## config.mk

```make
export PLATFORM = sky130hd
export DESIGN_NAME = vdc_regbank
export DESIGN_NICKNAME = d
export VERILOG_FILES = /design/src/rtl/vdc_pkg.sv /design/src/rtl/vdc_sync.sv /design/src/rtl/vdc_regfile.sv /design/src/rtl/vdc_pal_addr.sv /design/src/rtl/vdc_regbank.sv
export SDC_FILE = /design/constraint.sdc
export NUM_CORES = 1
export LEC_CHECK = 0
export BUFFER_PORTS_ARGS = -buffer_cell sky130_fd_sc_hd__buf_4
export CAP_MARGIN = 10
export CORE_UTILIZATION = 53
export DETAILED_ROUTE_END_ITERATION = 10
export GPL_TIMING_DRIVEN = 0
export PLACE_DENSITY = 0.79
export SLEW_MARGIN = 20
export SYNTH_ARGS = -nofsm -noshare
export SYNTH_HDL_FRONTEND = slang
export SYNTH_SLANG_ARGS = --single-unit
```

## constraint.sdc

```tcl
create_clock -name clk -period 1.9 [get_ports clk]
set_input_delay 0.19 -clock clk [delete_from_list [all_inputs] [get_ports clk]]
set_output_delay 0.19 -clock clk [all_outputs]
set_load 0.02 [all_outputs]
```

## src/rtl/vdc_pkg.sv

```systemverilog
package vdc_pkg;
   // select codes (bank map)
   localparam int unsigned SEL_PADDR  = 0;
   localparam int unsigned SEL_HOLD   = 1;
   localparam int unsigned SEL_MASK   = 2;
   localparam int unsigned SEL_PAGE   = 3;
   localparam int unsigned SEL_GCTL   = 4;
   localparam int unsigned SEL_ICLK   = 5;
   localparam int unsigned SEL_OCLK   = 6;
   localparam int unsigned SEL_MUX    = 7;
   localparam int unsigned SEL_TEST   = 8;

   // default register contents
   localparam logic [7:0] DEF_MUX  = 8'h2D;
   localparam logic [7:0] DEF_ICLK = 8'h00;
   localparam logic [7:0] DEF_OCLK = 8'h3F;
   localparam logic [7:0] DEF_PAGE = 8'h00;
   localparam logic [7:0] DEF_GCTL = 8'h03;
   localparam logic [7:0] DEF_MASK = 8'hFF;
   localparam logic [7:0] DEF_TEST = 8'h00;  // red component

   // mux code that doubles as a software reset
   localparam logic [5:0] MUX_RST_CODE = 6'h2D;
   // general control bit that enables nibble (paged) mode
   localparam int unsigned GCTL_NIB_BIT = 2;
endpackage

```

## src/rtl/vdc_sync.sv

```systemverilog
module vdc_sync #(
   parameter int unsigned STAGES  = 2,
   parameter bit          RST_VAL = 1'b0
) (
   input  logic clk,
   input  logic arst_n,
   input  logic d,
   output logic q
);
   generate
      if (STAGES < 2) begin : g_bad
         $error("vdc_sync: STAGES must be at least 2");
      end
   endgenerate

   logic [STAGES-1:0] chain;

   always_ff @(posedge clk or negedge arst_n) begin
      if (!arst_n) chain <= {STAGES{RST_VAL}};
      else         chain <= {chain[STAGES-2:0], d};
   end

   assign q = chain[STAGES-1];
endmodule

```

## src/rtl/vdc_regfile.sv

```systemverilog
module vdc_regfile
   import vdc_pkg::*;
#(
   parameter int unsigned DW = 8,
   parameter int unsigned SW = 4
) (
   input  logic          clk,
   input  logic          rst_n,
   input  logic          wr_rise,
   input  logic [SW-1:0] sel,
   input  logic [DW-1:0] wdata,
   output logic [DW-1:0] rdata,
   output logic [DW-1:0] mask_q,
   output logic [DW-1:0] page_q,
   output logic [DW-1:0] gctl_q,
   output logic [DW-1:0] mux_q,
   output logic          cnt_clr
);
   localparam logic [SW-1:0] SEL_ALL1 = {SW{1'b1}};

   logic [DW-1:0] paddr_q, hold_q, iclk_q, oclk_q, test_q;
   logic          hw_rst, sw_rst, bank_rst, clr_q;

   assign hw_rst   = wr_rise && (sel == SEL_ALL1);
   assign sw_rst   = wr_rise && (sel == SW'(SEL_MUX)) && (wdata[5:0] == MUX_RST_CODE);
   assign bank_rst = hw_rst || sw_rst;

   always_ff @(posedge clk or negedge rst_n) begin
      if (!rst_n) begin
         mask_q <= DW'(DEF_MASK);
         page_q <= DW'(DEF_PAGE);
         gctl_q <= DW'(DEF_GCTL);
         mux_q  <= DW'(DEF_MUX);
         iclk_q <= DW'(DEF_ICLK);
         oclk_q <= DW'(DEF_OCLK);
         test_q <= DW'(DEF_TEST);
         clr_q  <= 1'b1;
      end else begin
         clr_q <= bank_rst;
         if (bank_rst) begin
            mask_q <= DW'(DEF_MASK);
            page_q <= DW'(DEF_PAGE);
            gctl_q <= DW'(DEF_GCTL);
            mux_q  <= DW'(DEF_MUX);
            iclk_q <= DW'(DEF_ICLK);
            oclk_q <= DW'(DEF_OCLK);
            test_q <= DW'(DEF_TEST);
         end else if (wr_rise) begin
            case (sel)
               SW'(SEL_MASK): mask_q <= wdata;
               SW'(SEL_PAGE): page_q <= wdata;
               SW'(SEL_GCTL): gctl_q <= wdata;
               SW'(SEL_ICLK): iclk_q <= wdata;
               SW'(SEL_OCLK): oclk_q <= wdata;
               SW'(SEL_MUX):  mux_q  <= wdata;
               SW'(SEL_TEST): test_q <= wdata;
               default: ;
            endcase
         end
      end
   end

   // address and holding registers carry no defined reset value
   always_ff @(posedge clk) begin
      if (wr_rise && (sel == SW'(SEL_PADDR))) paddr_q <= wdata;
      if (wr_rise && (sel == SW'(SEL_HOLD)))  hold_q  <= wdata;
   end

   always_comb begin
      rdata = '0;
      case (sel)
         SW'(SEL_PADDR): rdata = paddr_q;
         SW'(SEL_HOLD):  rdata = hold_q;
         SW'(SEL_MASK):  rdata = mask_q;
         SW'(SEL_PAGE):  rdata = page_q;
         SW'(SEL_GCTL):  rdata = gctl_q;
         SW'(SEL_ICLK):  rdata = iclk_q;
         SW'(SEL_OCLK):  rdata = oclk_q;
         SW'(SEL_MUX):   rdata = mux_q;
         SW'(SEL_TEST):  rdata = test_q;
         default:        rdata = '0;
      endcase
   end

   assign cnt_clr = clr_q;
endmodule

```

## src/rtl/vdc_pal_addr.sv

```systemverilog
module vdc_pal_addr #(
   parameter int unsigned DW      = 8,
   parameter int unsigned PAGE_W  = 4,
   parameter bit          REG_OUT = 1'b0
) (
   input  logic          clk,
   input  logic          rst_n,
   input  logic [DW-1:0] pix,
   input  logic [DW-1:0] page,
   input  logic [DW-1:0] mask,
   input  logic          nib_mode,
   output logic [DW-1:0] pal
);
   localparam int unsigned LOW_W = DW - PAGE_W;

   logic [DW-1:0] merged, gated;

   // page bits replace the upper pixel bits, then the mask gates the result
   assign merged = nib_mode ? {page[DW-1 -: PAGE_W], pix[LOW_W-1:0]} : pix;
   assign gated  = merged & mask;

   generate
      if (REG_OUT) begin : g_reg
         always_ff @(posedge clk or negedge rst_n) begin
            if (!rst_n) pal <= '0;
            else        pal <= gated;
         end
      end else begin : g_comb
         assign pal = gated;
      end
   endgenerate
endmodule

```

## src/rtl/vdc_regbank.sv

```systemverilog
module vdc_regbank
   import vdc_pkg::*;
#(
   parameter int unsigned DW      = 8,
   parameter int unsigned SW      = 4,
   parameter int unsigned PAGE_W  = 4,
   parameter int unsigned SYNC_N  = 2,
   parameter bit          REG_PAL = 1'b0
) (
   input  logic          clk,
   input  logic          por_n,
   input  logic [SW-1:0] sel,
   input  logic [DW-1:0] wdata,
   input  logic          wr_strobe,
   input  logic [DW-1:0] pix_addr,
   output logic [DW-1:0] rdata,
   output logic [DW-1:0] pal_addr,
   output logic          cnt_clr
);
   generate
      if (DW < 8)                 begin : g_dw  $error("vdc_regbank: DW below 8"); end
      if (SW < 4)                 begin : g_sw  $error("vdc_regbank: SW below 4"); end
      if (PAGE_W == 0 || PAGE_W >= DW) begin : g_pg $error("vdc_regbank: bad PAGE_W"); end
      if (GCTL_NIB_BIT >= DW)     begin : g_nb  $error("vdc_regbank: nibble bit out of range"); end
   endgenerate

   logic rst_n_s;
   logic strobe_s, strobe_d, wr_rise;
   logic [DW-1:0] mask_q, page_q, gctl_q, mux_q;

   vdc_sync #(.STAGES(SYNC_N), .RST_VAL(1'b0)) u_por_sync (
      .clk(clk), .arst_n(por_n), .d(1'b1), .q(rst_n_s)
   );

   vdc_sync #(.STAGES(SYNC_N), .RST_VAL(1'b0)) u_wr_sync (
      .clk(clk), .arst_n(rst_n_s), .d(wr_strobe), .q(strobe_s)
   );

   always_ff @(posedge clk or negedge rst_n_s) begin
      if (!rst_n_s) strobe_d <= 1'b0;
      else          strobe_d <= strobe_s;
   end

   assign wr_rise = strobe_s & ~strobe_d;

   vdc_regfile #(.DW(DW), .SW(SW)) u_regs (
      .clk(clk), .rst_n(rst_n_s), .wr_rise(wr_rise), .sel(sel), .wdata(wdata),
      .rdata(rdata), .mask_q(mask_q), .page_q(page_q), .gctl_q(gctl_q),
      .mux_q(mux_q), .cnt_clr(cnt_clr)
   );

   vdc_pal_addr #(.DW(DW), .PAGE_W(PAGE_W), .REG_OUT(REG_PAL)) u_pal (
      .clk(clk), .rst_n(rst_n_s), .pix(pix_addr), .page(page_q), .mask(mask_q),
      .nib_mode(gctl_q[GCTL_NIB_BIT]), .pal(pal_addr)
   );
endmodule

```

==> results of run 1 <==
routing by layer:
| layer | share of wire | global-route usage | up-vias | wire length [um] |
|---|---|---|---|---|
| met5 | 0 | 0 | - | 0 |
| met4 | 0.035 | 0.133 | 0 | 417 |
| met3 | 0.10 | 0.0651 | 42 | 1190 |
| met2 | 0.47 | 0.472 | 226 | 5560 |
| met1 | 0.39 | 0.423 | 1747 | 4640 |
| li1 | - | - | 1579 | - |
stage by stage:
stage	cell area, um^2	setup TNS (ns)	hold slack (ns)
detailed placement	4540	-5.90	-0.0266
floorplan	4110	0	-0.106
global placement	4510	-33.07	-0.0270
finish	4950	-0.00300	0.0103
global route	4950	-0.0830	0.00669
CTS	4880	-0.0421	0.00480
what timing repair did:
action / 4_1_cts / 5_1_grt
endpoints found under the hold margin: 3 / 0
hold buffers: 2 / 0
endpoints found under the setup margin: 16 / 24
buffers inserted: 5 / 3
pin swaps: 7 / 9
gates resized for setup: 8 / 16
synth_stat cells (all sizes together), types with 2 or more instances:
| library cell | count | area, um^2 |
|---|---|---|
| and3 | 2 | 12.5 |
| o22ai | 15 | 93.8 |
| a31oi | 2 | 12.5 |
| nand4bb | 2 | 22.5 |
| o21ai | 40 | 309 |
| mux2i | 9 | 90.1 |
| dfrtp | 41 | 1030 |
| nor4b | 3 | 53.8 |
| inv | 4 | 20.0 |
| nor3b | 3 | 22.5 |
| nand2 | 48 | 180 |
| clkbuf | 10 | 40.0 |
| or4b | 2 | 20.0 |
| and2 | 6 | 37.5 |
| a221oi | 3 | 26.3 |
| a222oi | 7 | 70.1 |
| a22oi | 38 | 285 |
| nor2 | 28 | 115 |
| nand2b | 5 | 31.3 |
| a22o | 5 | 43.8 |
| nor3 | 6 | 35.0 |
| buf | 22 | 184 |
| dfstp | 21 | 552 |
| a21oi | 21 | 105 |
| edfxtp | 16 | 480 |
| nand3 | 11 | 55.1 |
| nor4 | 2 | 27.5 |
| and4bb | 2 | 28.8 |
| nor2b | 7 | 43.8 |
final timing paths:
check	startpoint	end	cells past startpoint
setup / recovery	u_regs.gctl_q[3]	rdata[3]	4
hold / removal	wdata[5]	u_regs.paddr_q[5]	1
setup reg to reg	u_wr_sync.chain[1]	u_regs.paddr_q[4]	3
hold reg to reg	u_por_sync.chain[1]	u_regs.test_q[4]	0
max in group asynchronous	u_por_sync.chain[1]	u_regs.mux_q[3]	1
min in group asynchronous	por_n	u_por_sync.chain[1]	2
registers in the layout (all words and copies together), names as in the netlist:
name	count
u_regs.oclk_q	8
u_regs.paddr_q	8
u_regs.hold_q	8
u_por_sync.chain	2
u_regs.page_q	8
u_regs.mask_q	8
u_regs.mux_q	8
strobe_d	1
u_regs.test_q	8
u_regs.gctl_q	8
u_regs.cnt_clr	1
u_regs.iclk_q	8
u_wr_sync.chain	2
critical path, cell delays in order, from the launching register on:
cell,delay [ns]
dfrtp_1,0.39
a22o_1,0.20
a222oi_1,0.40
nand3_1,0.16
buf_4,0.19
power breakdown:
| part | total, mW | switching (mW) | internal [mW] |
|---|---|---|---|
| registers | 1.84 | 0.0508 | 1.79 |
| logic | 0.551 | 0.323 | 0.229 |
| clock network | 1.39 | 0.646 | 0.742 |
placed cells by master, fill, tap and decap left out, types with 6 or more instances in the layout:
cell type / Yosys / routed
buf_4: 8 / 46
o21ai_0: 11 / 10
a222oi_1: 7 / 7
nor2_1: 26 / 26
dfrtp_1: 41 / 40
edfxtp_1: 16 / 16
nor2b_1: 7 / 6
a21oi_1: 21 / 20
nand2_1: 48 / 47
nand3_1: 11 / 10
buf_6: 2 / 7
a22oi_1: 38 / 36
o22ai_1: 15 / 15
dfstp_2: 21 / 21
o21ai_2: 29 / 30
clkbuf_8: 0 / 9
clkbuf_1: 8 / 7
mux2i_1: 9 / 9
kinds of logic after synthesis:
logic type,synth area share
compound gates,0.241
simple gates,0.173
flops,0.501
buf+inv,0.0594
mux,0.0247
other cells,0.000913
cell type report:
class / count / area, um^2
inverters: 4 / 20.0
flip-flops and latches: 78 / 2060
repair buffers: 48 / 405
plain buffers: 31 / 231
clock inverters: 7 / 95.1
fillers: 574 / 2420
clock buffers: 9 / 124
multi-input cells: 277 / 1890
well taps: 99 / 124
==> results.cfg, run 1 <==
[outcome]
status = complete, but fails checks
failed_checks = negative setup slack

[sta]
tightest_slew_ns = 0.689
fmax_mhz = 525
drv_slew = 0
rsz0062_at_grt = true
finalHoldViolCount = 0
setup_viol = 1
finalCritPeriodShare = 1.00
min_period_ns = 1.90
fin_ws_ns = -0.00300
skew_ns = 0.0109
slew_headroom = 0.539

[global_route]
grt_pass1_wl_um = 18700
grt_pass1_vias = 3347
antenna_found_initial = 0
grtUsageTotal = 0.308
gr-total-overflow = 0
grt_max_degree = 54

[floorplanning]
die_width_um = 90.0
num_io_pins = 40
design.die.area_um2 = 8100
die_y_um = 90.0
core_um2 = 7370
start_util = 0.557
rows = 31

[detailed_routing]
wirelength_um = 11800
vias_per_cell = 6.50
postRouteAntennaNets = 0
drtPass1Iterations = 6
wire_per_inst_um = 21.3
vias = 3594
drtIter0Drc = 555
drcViolationCount = 0

[worst_hold_path]
hold_path.class = input port to flip-flop

[synthesis]
ys.flop_type = dfrtp_1
avgSynthCellArea_um2 = 10.5
synth_warnings = 0
synth_area_um2 = 4110
yosysSeqAreaShare = 0.501
netlist_instances = 391
ys_ff_latch = 78
synth-edff-count = 16
syn_nets = 414
synthArstFlopShare = 0.795
synthDistinctLibCells = 52

[finish]
instances_no_fill = 553
drive_above_1_share = 0.344
synthToLayoutAreaGrowth_pct = 20.6
fin_util = 0.672
fin_nets = 472
antennaDiodeCount = 0

[clock_network]
cts_sinks = 78
cts_tree = done
cts_max_path_buffers = 2
root_buffer = clkbuf_8
clkTransAtPathRegs_ns = 0.09
clock_latency_ns = 0.36
h-tree-depth = 3
cts_buffers = 9

[worst_setup_path]
crit_arrival_ns = 1.71
required_ns = 1.71
criticalPathCategory = flip-flop to primary output
end_kind = primary output
rrSetupSlack_ns = 0.13
cp-start-kind = flip-flop
path_max_fanout = 2

[power]
leakagePower_nw = 2.05
p_per_area_nw_per_um2 = 764
max-vdd-ir-drop_mv = 0.417
p_total_mw = 3.78

[placed_design]
gp_congestion = 0.927
placed_cells = 528
dp_hpwl_um = 8000
place_ws_ns = -0.481
port_buffers = 37

[job]
drv_cap = 0
No activity file was read; power rests on OpenSTA's default activity.
==> run 2: changes to the inputs <==
--- a/config.mk
+++ b/config.mk
@@ -7,10 +7,10 @@
 export LEC_CHECK = 0
 export BUFFER_PORTS_ARGS = -buffer_cell sky130_fd_sc_hd__buf_4
 export CAP_MARGIN = 10
-export CORE_UTILIZATION = 53
+export CORE_UTILIZATION = 45
 export DETAILED_ROUTE_END_ITERATION = 10
 export GPL_TIMING_DRIVEN = 0
-export PLACE_DENSITY = 0.79
+export PLACE_DENSITY = 0.7
 export SLEW_MARGIN = 20
 export SYNTH_ARGS = -nofsm -noshare
 export SYNTH_HDL_FRONTEND = slang
==> run 2 against run 1 <==
Against the previous run: the run still ends with negative setup slack left; final cell count increased by 1.3%; combinational power decreased by 2%; utilization decreased by 11 points; highest routed layer unchanged; count of clock-buffer cells in the layout increased by 3; clock skew increased by 0.00079 ns; worst setup slack got worse by 0.053 ns; clock power about the same; non-clock buffer count decreased by 2; fmax decreased by 2.7%; critical path type unchanged; total power increased by 0.34%; design area decreased by 0.33%.
==> results.cfg, run 2 (synthesis results as in run 1) <==
[clock_network]
h-tree-depth = 3
cts_tree = done
clkTransAtPathRegs_ns = 0.09
cts_buffers = 9
root_buffer = clkbuf_8
cts_max_path_buffers = 2
cts_sinks = 78
clock_latency_ns = 0.37

[detailed_routing]
vias = 3580
postRouteAntennaNets = 0
vias_per_cell = 6.39
wire_per_inst_um = 21.5
wirelength_um = 12100
drtIter0Drc = 349
drcViolationCount = 0
drtPass1Iterations = 5

[sta]
slew_headroom = 0.562
fin_ws_ns = -0.0562
whs_ns = 0.0139
setup_viol = 2
fin_setup_tns_ns = -0.101
drv_slew = 0
min_period_ns = 1.96
rsz0062_at_grt = true
skew_ns = 0.0117
finalHoldViolCount = 0
finalCritPeriodShare = 1.03
tightest_slew_ns = 0.655
fmax_mhz = 511

[placed_design]
gp_congestion = 0.898
port_buffers = 37
placed_cells = 537
dp_hpwl_um = 8180
place_ws_ns = -0.596
placed_cell_area_um2 = 4550

[finish]
layout_commonest_cell = nand2_1
antennaDiodeCount = 0
fin_area_um2 = 4930
final_cell_mix = 47 x nand2_1, 45 x buf_4, 40 x dfrtp_1
instances_no_fill = 560
drive_above_1_share = 0.332
synthToLayoutAreaGrowth_pct = 20.2
fin_nets = 470
fin_util = 0.563

[floorplanning]
num_io_pins = 40
rows = 34
die_y_um = 97.5
die_width_um = 97.5
start_util = 0.468
core_um2 = 8760
design.die.area_um2 = 9510

[power]
p_per_area_nw_per_um2 = 769
max-vdd-ir-drop_mv = 0.347
leakagePower_nw = 2.03
p_total_mw = 3.80

[worst_hold_path]
hold_path.class = input port to flip-flop
holdPathEnd = u_regs.paddr_q[5]
hp-start = wdata[5]
holdPathStages = 1

[worst_setup_path]
r2r_cells = 5
critPathSlowestCell = dfrtp_1
rrSetupSlack_ns = 0.16
rr_startpoint = strobe_d
path_cells = a22o_1, a222oi_1, nand3_1, buf_6
crit_arrival_ns = 1.77
path_max_fanout = 3
timing.rr.end = u_regs.hold_q[1]
criticalPathCategory = flip-flop to primary output
cp-start-kind = flip-flop
required_ns = 1.71
critPathLaunch = u_regs.gctl_q[3]
slowest_delay_ns = 0.40
end_kind = primary output

[job]
drv_cap = 0

[global_route]
antenna_found_initial = 0
grt_pass1_wl_um = 18900
grtUsageTotal = 0.263
grt_max_degree = 32
grt_pass1_vias = 3311
gr-total-overflow = 0

[outcome]
status = complete, but fails checks
failed_checks = negative setup slack
run 2: cell type report:
| type | count | area, um^2 |
|---|---|---|
| tap | 108 | 135 |
| timing repair buffer | 45 | 388 |
| clock buffer | 12 | 178 |
| inverter | 4 | 20.0 |
| multi-input combinational | 277 | 1860 |
| fill | 770 | 3830 |
| clock inverter | 4 | 48.8 |
| sequential | 78 | 2060 |
| buffer | 32 | 243 |
run 2: worst max-delay path by stage:
| stage | end | slack (ns) |
|---|---|---|
| after global routing | rdata[3] | -0.09 |
| after detailed placement | u_regs.hold_q[5] | -0.60 |
| final | rdata[3] | -0.06 |
| after floorplan | u_regs.hold_q[0] | 0.02 |
| after CTS | rdata[4] | -0.05 |
| after global placement | u_regs.mux_q[7] | -0.69 |
run 2: timing repair:
| action | 4_1_cts | 5_1_grt |
|---|---|---|
| endpoints found under the hold margin | 3 | 0 |
| buffers inserted | 5 | 0 |
| hold buffers | 2 | 0 |
| pin swaps | 10 | 3 |
| endpoints found under the setup margin | 24 | 24 |
| gates resized for setup | 7 | 16 |
run 2: worst max-delay path: cells and delay by family, from the launching register on:
family	cells	cell delay [ns]
AOI/OAI and AO/OA	2	0.60
and+or+nand+nor	1	0.21
DFF	1	0.40
buffers and inverters	1	0.18
run 2: report_power, final:
| group | switching (mW) | leakage (nW) | internal, mW |
|---|---|---|---|
| registers | 0.0590 | 0.757 | 1.79 |
| clock network | 0.639 | 0.113 | 0.766 |
| logic | 0.313 | 1.16 | 0.226 |
run 2: routing by layer:
metal / GRT usage / vias up / share of wire
li1: - / 1571 / -
met1: 0.377 / 1760 / 0.41
met2: 0.395 / 221 / 0.46
met3: 0.0396 / 28 / 0.094
met4: 0.115 / 0 / 0.032
met5: 0 / - / 0
